**src/rtl/gpio_port_pkg.sv**
```systemverilog
package gpio_port_pkg;
  localparam int PIN_CNT = 16;
  localparam int BUS_W   = 32;
  localparam int ADDR_W  = 8;
  localparam logic [ADDR_W-1:0] OFS_OUTDATA = 8'h14;
  localparam logic [ADDR_W-1:0] OFS_SETCLR  = 8'h18;

  // Next latch value for one set/clear word: set beats clear, zeros hold.
  function automatic logic [PIN_CNT-1:0] setclr_next(
    input logic [PIN_CNT-1:0] cur,
    input logic [PIN_CNT-1:0] set_m,
    input logic [PIN_CNT-1:0] clr_m
  );
    return set_m | (cur & ~clr_m);
  endfunction
endpackage

```
**src/rtl/gpio_addr_decode.sv**
```systemverilog
module gpio_addr_decode
  import gpio_port_pkg::*;
#(
  parameter int AW = ADDR_W,
  parameter logic [AW-1:0] OUT_OFS = OFS_OUTDATA,
  parameter logic [AW-1:0] SC_OFS  = OFS_SETCLR
) (
  input  logic          clk,
  input  logic          rst_n,
  input  logic [AW-1:0] addr,
  input  logic          wr,
  input  logic          rd,
  output logic          out_wr,
  output logic          sc_wr,
  output logic          out_rd,
  output logic          sc_rd,
  output logic          miss_wr
);
  logic hit_out, hit_sc;

  always_comb begin
    hit_out = (addr == OUT_OFS);
    hit_sc  = (addr == SC_OFS);
    out_wr  = wr & hit_out;
    sc_wr   = wr & hit_sc;
    out_rd  = rd & hit_out;
    sc_rd   = rd & hit_sc;
    miss_wr = wr & ~hit_out & ~hit_sc;
  end

  AST_ONE_WRITE_TARGET: assert property (@(posedge clk) disable iff (!rst_n)
    $onehot0({out_wr, sc_wr, miss_wr}));
  AST_ONE_READ_TARGET: assert property (@(posedge clk) disable iff (!rst_n)
    $onehot0({out_rd, sc_rd}));
endmodule

```
**src/rtl/gpio_out_latch.sv**
```systemverilog
module gpio_out_latch
  import gpio_port_pkg::*;
#(
  parameter int NP = PIN_CNT,
  parameter int DW = BUS_W
) (
  input  logic          clk,
  input  logic          rst_n,
  input  logic          out_wr,
  input  logic          sc_wr,
  input  logic [DW-1:0] wdata,
  output logic [NP-1:0] q
);
  localparam int CLR_LSB = NP;

  logic [NP-1:0] set_vec, clr_vec, sc_next, touched;
  logic          any_wr;

  always_comb begin
    set_vec = wdata[NP-1:0];
    clr_vec = wdata[CLR_LSB +: NP];
    sc_next = setclr_next(q, set_vec, clr_vec);
    touched = set_vec | clr_vec;
    any_wr  = out_wr | sc_wr;
  end

  for (genvar i = 0; i < NP; i++) begin : g_pin
    always_ff @(posedge clk or negedge rst_n) begin
      if (!rst_n)      q[i] <= 1'b0;
      else if (out_wr) q[i] <= wdata[i];
      else if (sc_wr)  q[i] <= sc_next[i];
    end
  end

  AST_SET_GOES_HIGH: assert property (@(posedge clk) disable iff (!rst_n)
    sc_wr |=> ((q & $past(set_vec)) == $past(set_vec)));
  AST_CLR_GOES_LOW: assert property (@(posedge clk) disable iff (!rst_n)
    sc_wr |=> ((q & $past(clr_vec & ~set_vec)) == '0));
  AST_UNTOUCHED_HOLD: assert property (@(posedge clk) disable iff (!rst_n)
    sc_wr |=> ((q & ~$past(touched)) == ($past(q) & ~$past(touched))));
  AST_OUTDATA_LOAD: assert property (@(posedge clk) disable iff (!rst_n)
    out_wr |=> (q == $past(wdata[NP-1:0])));
  AST_IDLE_HOLD: assert property (@(posedge clk) disable iff (!rst_n)
    !any_wr |=> $stable(q));
endmodule

```
**src/rtl/gpio_readback.sv**
```systemverilog
module gpio_readback
  import gpio_port_pkg::*;
#(
  parameter int NP = PIN_CNT,
  parameter int DW = BUS_W
) (
  input  logic          clk,
  input  logic          rst_n,
  input  logic          rd,
  input  logic          out_rd,
  input  logic          sc_rd,
  input  logic [NP-1:0] latch,
  output logic [DW-1:0] rdata
);
  always_comb begin
    rdata = '0;
    if (out_rd) rdata = DW'(latch);
  end

  AST_SETCLR_READS_ZERO: assert property (@(posedge clk) disable iff (!rst_n)
    sc_rd |-> (rdata == '0));
  AST_UPPER_HALF_ZERO: assert property (@(posedge clk) disable iff (!rst_n)
    (rdata[DW-1:NP] == '0));
  AST_IDLE_READ_ZERO: assert property (@(posedge clk) disable iff (!rst_n)
    !rd |-> (rdata == '0));
  AST_OUTDATA_MIRROR: assert property (@(posedge clk) disable iff (!rst_n)
    out_rd |-> (rdata[NP-1:0] == latch));
endmodule

```
**src/rtl/gpio_setclr_port.sv**
```systemverilog
module gpio_setclr_port
  import gpio_port_pkg::*;
#(
  parameter int NP = PIN_CNT,
  parameter int DW = BUS_W,
  parameter int AW = ADDR_W
) (
  input  logic          clk,
  input  logic          rst_n,
  input  logic [AW-1:0] bus_addr,
  input  logic [DW-1:0] bus_wdata,
  input  logic          bus_wr,
  input  logic          bus_rd,
  output logic [DW-1:0] bus_rdata,
  output logic [NP-1:0] pins
);
  logic out_wr, sc_wr, out_rd, sc_rd, miss_wr;
  logic [NP-1:0] latch_q;

  gpio_addr_decode #(.AW(AW)) u_dec (
    .clk(clk), .rst_n(rst_n), .addr(bus_addr), .wr(bus_wr), .rd(bus_rd),
    .out_wr(out_wr), .sc_wr(sc_wr), .out_rd(out_rd), .sc_rd(sc_rd),
    .miss_wr(miss_wr)
  );

  gpio_out_latch #(.NP(NP), .DW(DW)) u_latch (
    .clk(clk), .rst_n(rst_n), .out_wr(out_wr), .sc_wr(sc_wr),
    .wdata(bus_wdata), .q(latch_q)
  );

  gpio_readback #(.NP(NP), .DW(DW)) u_rb (
    .clk(clk), .rst_n(rst_n), .rd(bus_rd), .out_rd(out_rd), .sc_rd(sc_rd),
    .latch(latch_q), .rdata(bus_rdata)
  );

  assign pins = latch_q;

  AST_MISS_WRITE_HOLD: assert property (@(posedge clk) disable iff (!rst_n)
    miss_wr |=> $stable(pins));
  AST_RESET_LOW: assert property (@(posedge clk)
    !rst_n |-> (pins == '0));
endmodule

```
**config.mk**
```make
export PLATFORM = sky130hd
export DESIGN_NAME = gpio_setclr_port
export DESIGN_NICKNAME = d
export VERILOG_FILES = /design/src/rtl/gpio_port_pkg.sv /design/src/rtl/gpio_addr_decode.sv /design/src/rtl/gpio_out_latch.sv /design/src/rtl/gpio_readback.sv /design/src/rtl/gpio_setclr_port.sv
export SDC_FILE = /design/constraint.sdc
export NUM_CORES = 1
export LEC_CHECK = 0
export BUFFER_PORTS_ARGS = -buffer_cell sky130_fd_sc_hd__buf_2
export CORE_ASPECT_RATIO = 0.7
export CORE_MARGIN = 4
export CORE_UTILIZATION = 43
export CTS_CLUSTER_DIAMETER = 200
export CTS_CLUSTER_SIZE = 8
export DETAILED_ROUTE_END_ITERATION = 8
export PLACE_DENSITY = 0.78
export SYNTH_ARGS = -nofsm -noshare
export SYNTH_HDL_FRONTEND = slang
export SYNTH_SLANG_ARGS = --single-unit
```
**constraint.sdc**
```tcl
create_clock -name clk -period 2.6 [get_ports clk]
set_input_delay 0.52 -clock clk [delete_from_list [all_inputs] [get_ports clk]]
set_output_delay 0.52 -clock clk [all_outputs]
set_load 0.005 [all_outputs]
```
== Word level (Yosys, flattened, before mapping) ==
Cells that the tools add are included.

* Eq/ne operators: 2
* Mux-type cells: 33
* Bitwise operators: 6
* Reduce and logical (&&, ||, !) cells: 1

{| class="wikitable"
|+ Operator list
! cell !! count
|-
| 1-bit 2-to-1 mux || 32
|-
| 16-bit AND || 1
|-
| 8-bit by 5-bit == test with 1-bit output (second input constant) || 2
|-
| 16-bit 2-to-1 mux || 1
|-
| 16-bit NOT || 1
|-
| 16-bit bitwise OR || 1
|-
| 1-bit AND || 3
|-
| 2-bit nonzero test || 1
|}

* Flip-flop bits (word level): 16
* Bits of input ports: 44
* Output and inout bits: 48
* Logic and storage cells: 58

== Logic depth before layout (Yosys ltp) ==
* Depth after elaboration: 5
* Mapped depth: 7
* Depth with buffers taken out: 4

== Cells and area by module ==
From an unflattened synthesis, not the netlist that was laid out.

* Cells, all modules: 100
* Area, all modules: 1019.7 um^2

{| class="wikitable"
|+ By module, submodules not included
! module !! instances !! cells an instance !! area an instance (um^2) !! sequential area each (um^2)
|-
| gpio_out_latch || 1 || 55 || 680.7 || 400.4
|-
| gpio_readback || 1 || 34 || 250.2 || 0.0
|-
| gpio_addr_decode || 1 || 11 || 88.8 || 0.0
|}

== Worst setup path before layout ==
Ideal clock, no wire load.

* Path kind: input to output
* From: in bus_addr[3]
* To: out bus_rdata[10]
* Arrival: 1.701 ns
* Required time: 2.080 ns
* Slack: 0.379 ns
* Stages: 7
* Buffers on the path: 3
* Cells stage by stage: buf_2 -> nand2b_1 -> buf_2 -> nor3b_1 -> and3_1 -> clkbuf_1 -> and2_1

* Longest elaborated chain between the ends: 3

{| class="wikitable"
|+ RTL lines
! item !! RTL line !! source
|-
| start, declared || gpio_setclr_port.sv:10 || <nowiki>input logic [AW-1:0] bus_addr,</nowiki>
|-
| 8-bit by 5-bit == test with 1-bit output || gpio_addr_decode.sv:22 || <nowiki>hit_out = (addr == OUT_OFS);</nowiki>
|-
| 1-bit AND || gpio_addr_decode.sv:26 || <nowiki>out_rd = rd & hit_out;</nowiki>
|-
| 16-bit 2-to-1 mux || gpio_readback.sv:17 || <nowiki>if (out_rd) rdata = DW'(latch);</nowiki>
|-
| end, declared || gpio_setclr_port.sv:14 || <nowiki>output logic [DW-1:0] bus_rdata,</nowiki>
|}

No other way between the ends.

== Final worst setup path ==
* From: in bus_addr[3]
* To: out bus_rdata[11]

The elaborated chain is that of the path after synthesis.

==> summary.txt <==
Drt
  – Vias: about 1600
  – DRC marker count from the first detailed-route iteration: just over 90
  – DR pass1 iterations: 4
  – Antenna viol nets, final: 0
  – DRC Markers: 0
  – Vias per cell: 5.08
  – WL final: roughly 4.4 mm
  – Wire length per cell: between 10 and 15 microns

Yosys
  – EDFF count, synth: 0
  – Largest family of logic cells by synthesized area: simple AND/OR/NAND/NOR gates
  – Yosys warning count: 0
  – Post-synthesis compound-gate area fraction: 0.120
  – Post-synth ARST share: 1.00
  – Cell taking the most area after synthesis: dfrtp_1
  – Mux contribution to synthesized area: 0
  – Most used DFF post-synth: dfrtp_1
  – Synthesized instance count: 200
  – Share of Yosys cell area claimed by the top area cell type: 0.267
  – Yosys reg bits: 16
  – Syn Std Cell Area: around 1500 sq um
  – Register area share after synthesis: 0.267
  – Mean area per synthesized cell: around 7.5 sq um
  – Synth Area in Adders: 0
  – Post-synth top cells: nor2_1 (38), buf_4 (17), nor2b_1 (17)
  – Synth Area in Simple Gates: 0.481
  – Most common cell in the netlist: nor2_1
  – Distinct cells, synth: 23
  – Largest cells by area after synthesis: dfrtp_1 (27%), nor2_1 (9.5%), buf_4 (8.5%), nor4_2 (8.4%), nor2b_1 (7.1%)
  – Post-synthesis xor/xnor area fraction: 0

Clock network
  – Worst skew pair latency: approximately 250 ps
  – Post-CTS sizing: 0
  – Hold_buf cts: 0
  – Total CTS buffers: 3
  – Sink Count: 16
  – Post-CTS setup buffer count: 0
  – H-tree depth: 1
  – Root Driver: clkbuf_8
  – CTS Buffer Depth: 2
  – Clock slew at reported path FFs: approximately 70 ps
  – CTS tree: done

STA
  – Period utilisation layout: 0.866
  – Setup Skew: 0 ps
  – Fin. max-slew vios: 0
  – Final min period: approximately 2300 ps
  – Max_slew headroom: 0.562
  – Final hold vios: 0
  – Final setup violating endpoints: 0
  – Worst-Margin Slew: ~660 ps
  – Post-route setup TNS: 0 ps
  – Unrepaired setup endpoints after global routing: false
  – Max Freq: 444 MHz

Global route
  – GRT Overall Usage: 0.195
  – Initial antenna violation count: 0
  – Global route overflow: 0
  – Largest net degree at the start of global routing: 19
  – First-pass GRT wire length: between 7 and 8 mm
  – Vias in the first global route: between 1500 and 2000

Critical path
  – Crit-path max FO: 16
  – Setup slack, reg-to-reg: 1520 ps
  – WP data arrival: roughly 1700 ps
  – CP required: roughly 2100 ps
  – Startpoint types: input port
  – Worst Path Class, Setup: input port to output pin
  – Worst setup EP type: output pin

Layout
  – Final Non-Filler Cells: between 300 and 400
  – Largest register FFs: 16
  – Biggest registers after layout: u_latch.q: 16 flops
  – Finished Cell Area: approximately 1900 sq um
  – Nets: between 300 and 400
  – Most flop-heavy register: u_latch.q
  – Layout cells sized above 1: 0.395
  – Ant diodes: 0
  – Layout area overhead: 27.1%
  – Layout Utilization: 0.585

Floorplan
  – # IOs: 92
  – Die area: roughly 4500 sq um
  – Die Ht: about 57 microns
  – Chip width: ~79 microns
  – CORE AREA: about 3300 sq um
  – Initial Util: 0.460
  – Cell Rows: 17

Placement
  – HPWL Detailed: between 3 and 4 mm
  – Placed Area: 1850 sq um
  – Port bufs: between 70 and 80
  – Final Wtd Congestion: 0.805
  – Placed insts: 314

Hold path
  – Path category of the worst min-delay check: input port to asynchronous set/reset pin

Outcome
  – Outcome: complete, no violations

Pwr
  – VDD IR max: 0.000229 V
  – Static Leak: 0.946 nW
  – PwrDens: ~320 nW/um^2

Run
  – Max-Cap Viols: 0
area by class of cell:
type	instances	area, sq um
repair buffers	82	428
flip-flops and latches	16	400
multi-input cells	169	961
clock buffers	4	55.1
fillers	323	1350
well taps	47	58.8
stage by stage:
| stage | power, mW | hold WS [ps] | setup WS (ps) |
|---|---|---|---|
| 4_1_cts | 0.604 | 181 | 285 |
| 3_5_place_dp | 0.380 | 457 | 285 |
| 6_report | 0.602 | 170 | 347 |
| 3_3_place_gp | 0.377 | 450 | 331 |
| 2_1_floorplan | 0.340 | 224 | 379 |
| 5_1_grt | 0.635 | 190 | 155 |
critical path, stage by stage:
cell and delay (ps):
buf_2 100, nand2b_1 150, nor3b_1 180, and3_1 480
and2_1 200, buf_2 110
path summary, 6_finish.rpt:
path | endpoint | cells after the start | start
setup / recovery | bus_rdata[11] | 6 | bus_addr[3]
hold / removal | u_latch.q[13] | 1 | rst_n
setup reg to reg | u_latch.q[5] | 4 | u_latch.q[5]
hold reg to reg | u_latch.q[0] | 2 | u_latch.q[0]
max in group asynchronous | u_latch.q[9] | 1 | rst_n
min in group clk | u_latch.q[6] | 3 | bus_wdata[6]
cell families (layout without fill, tap and decap cells):
kind of cell | count (synthesis) | in the layout
AO/OA/AOI/OAI | 32 | 32
AND/OR/NAND/NOR | 121 | 121
flip-flops | 16 | 16
other | 1 | 16
buffers and inverters | 30 | 86
power breakdown:
group | switching [mW] | internal (mW)
Clock | 0.0901 | 0.135
Sequential | 0.00108 | 0.250
Combinational | 0.0739 | 0.0524
routing by layer:
layer / global-route usage / wire (microns) / vias up
met5: 0 / 0 / -
met4: 0.0424 / 8 / 0
met3: 0.0442 / 263 / 2
met2: 0.342 / 2170 / 55
met1: 0.246 / 2000 / 752
li1: - / - / 806
layout by cell type (no fill, tap or decap):
master     n
nor3b_1    1
nor2_2    10
a21oi_1   16
and4b_1    1
buf_2     75
clkbuf_8   4
nor2b_1   17
nand2b_1   1
and2_1    16
nor4_4     1
nor2_1    38
a31oi_1   16
nor3_1    16
nand3_1    1
nor4_2    10
and3_1     2
buf_4      7
conb_1    16
nor4_1     6
dfrtp_1   16
nand2_1    1
Power figures use the tool's default switching activity.
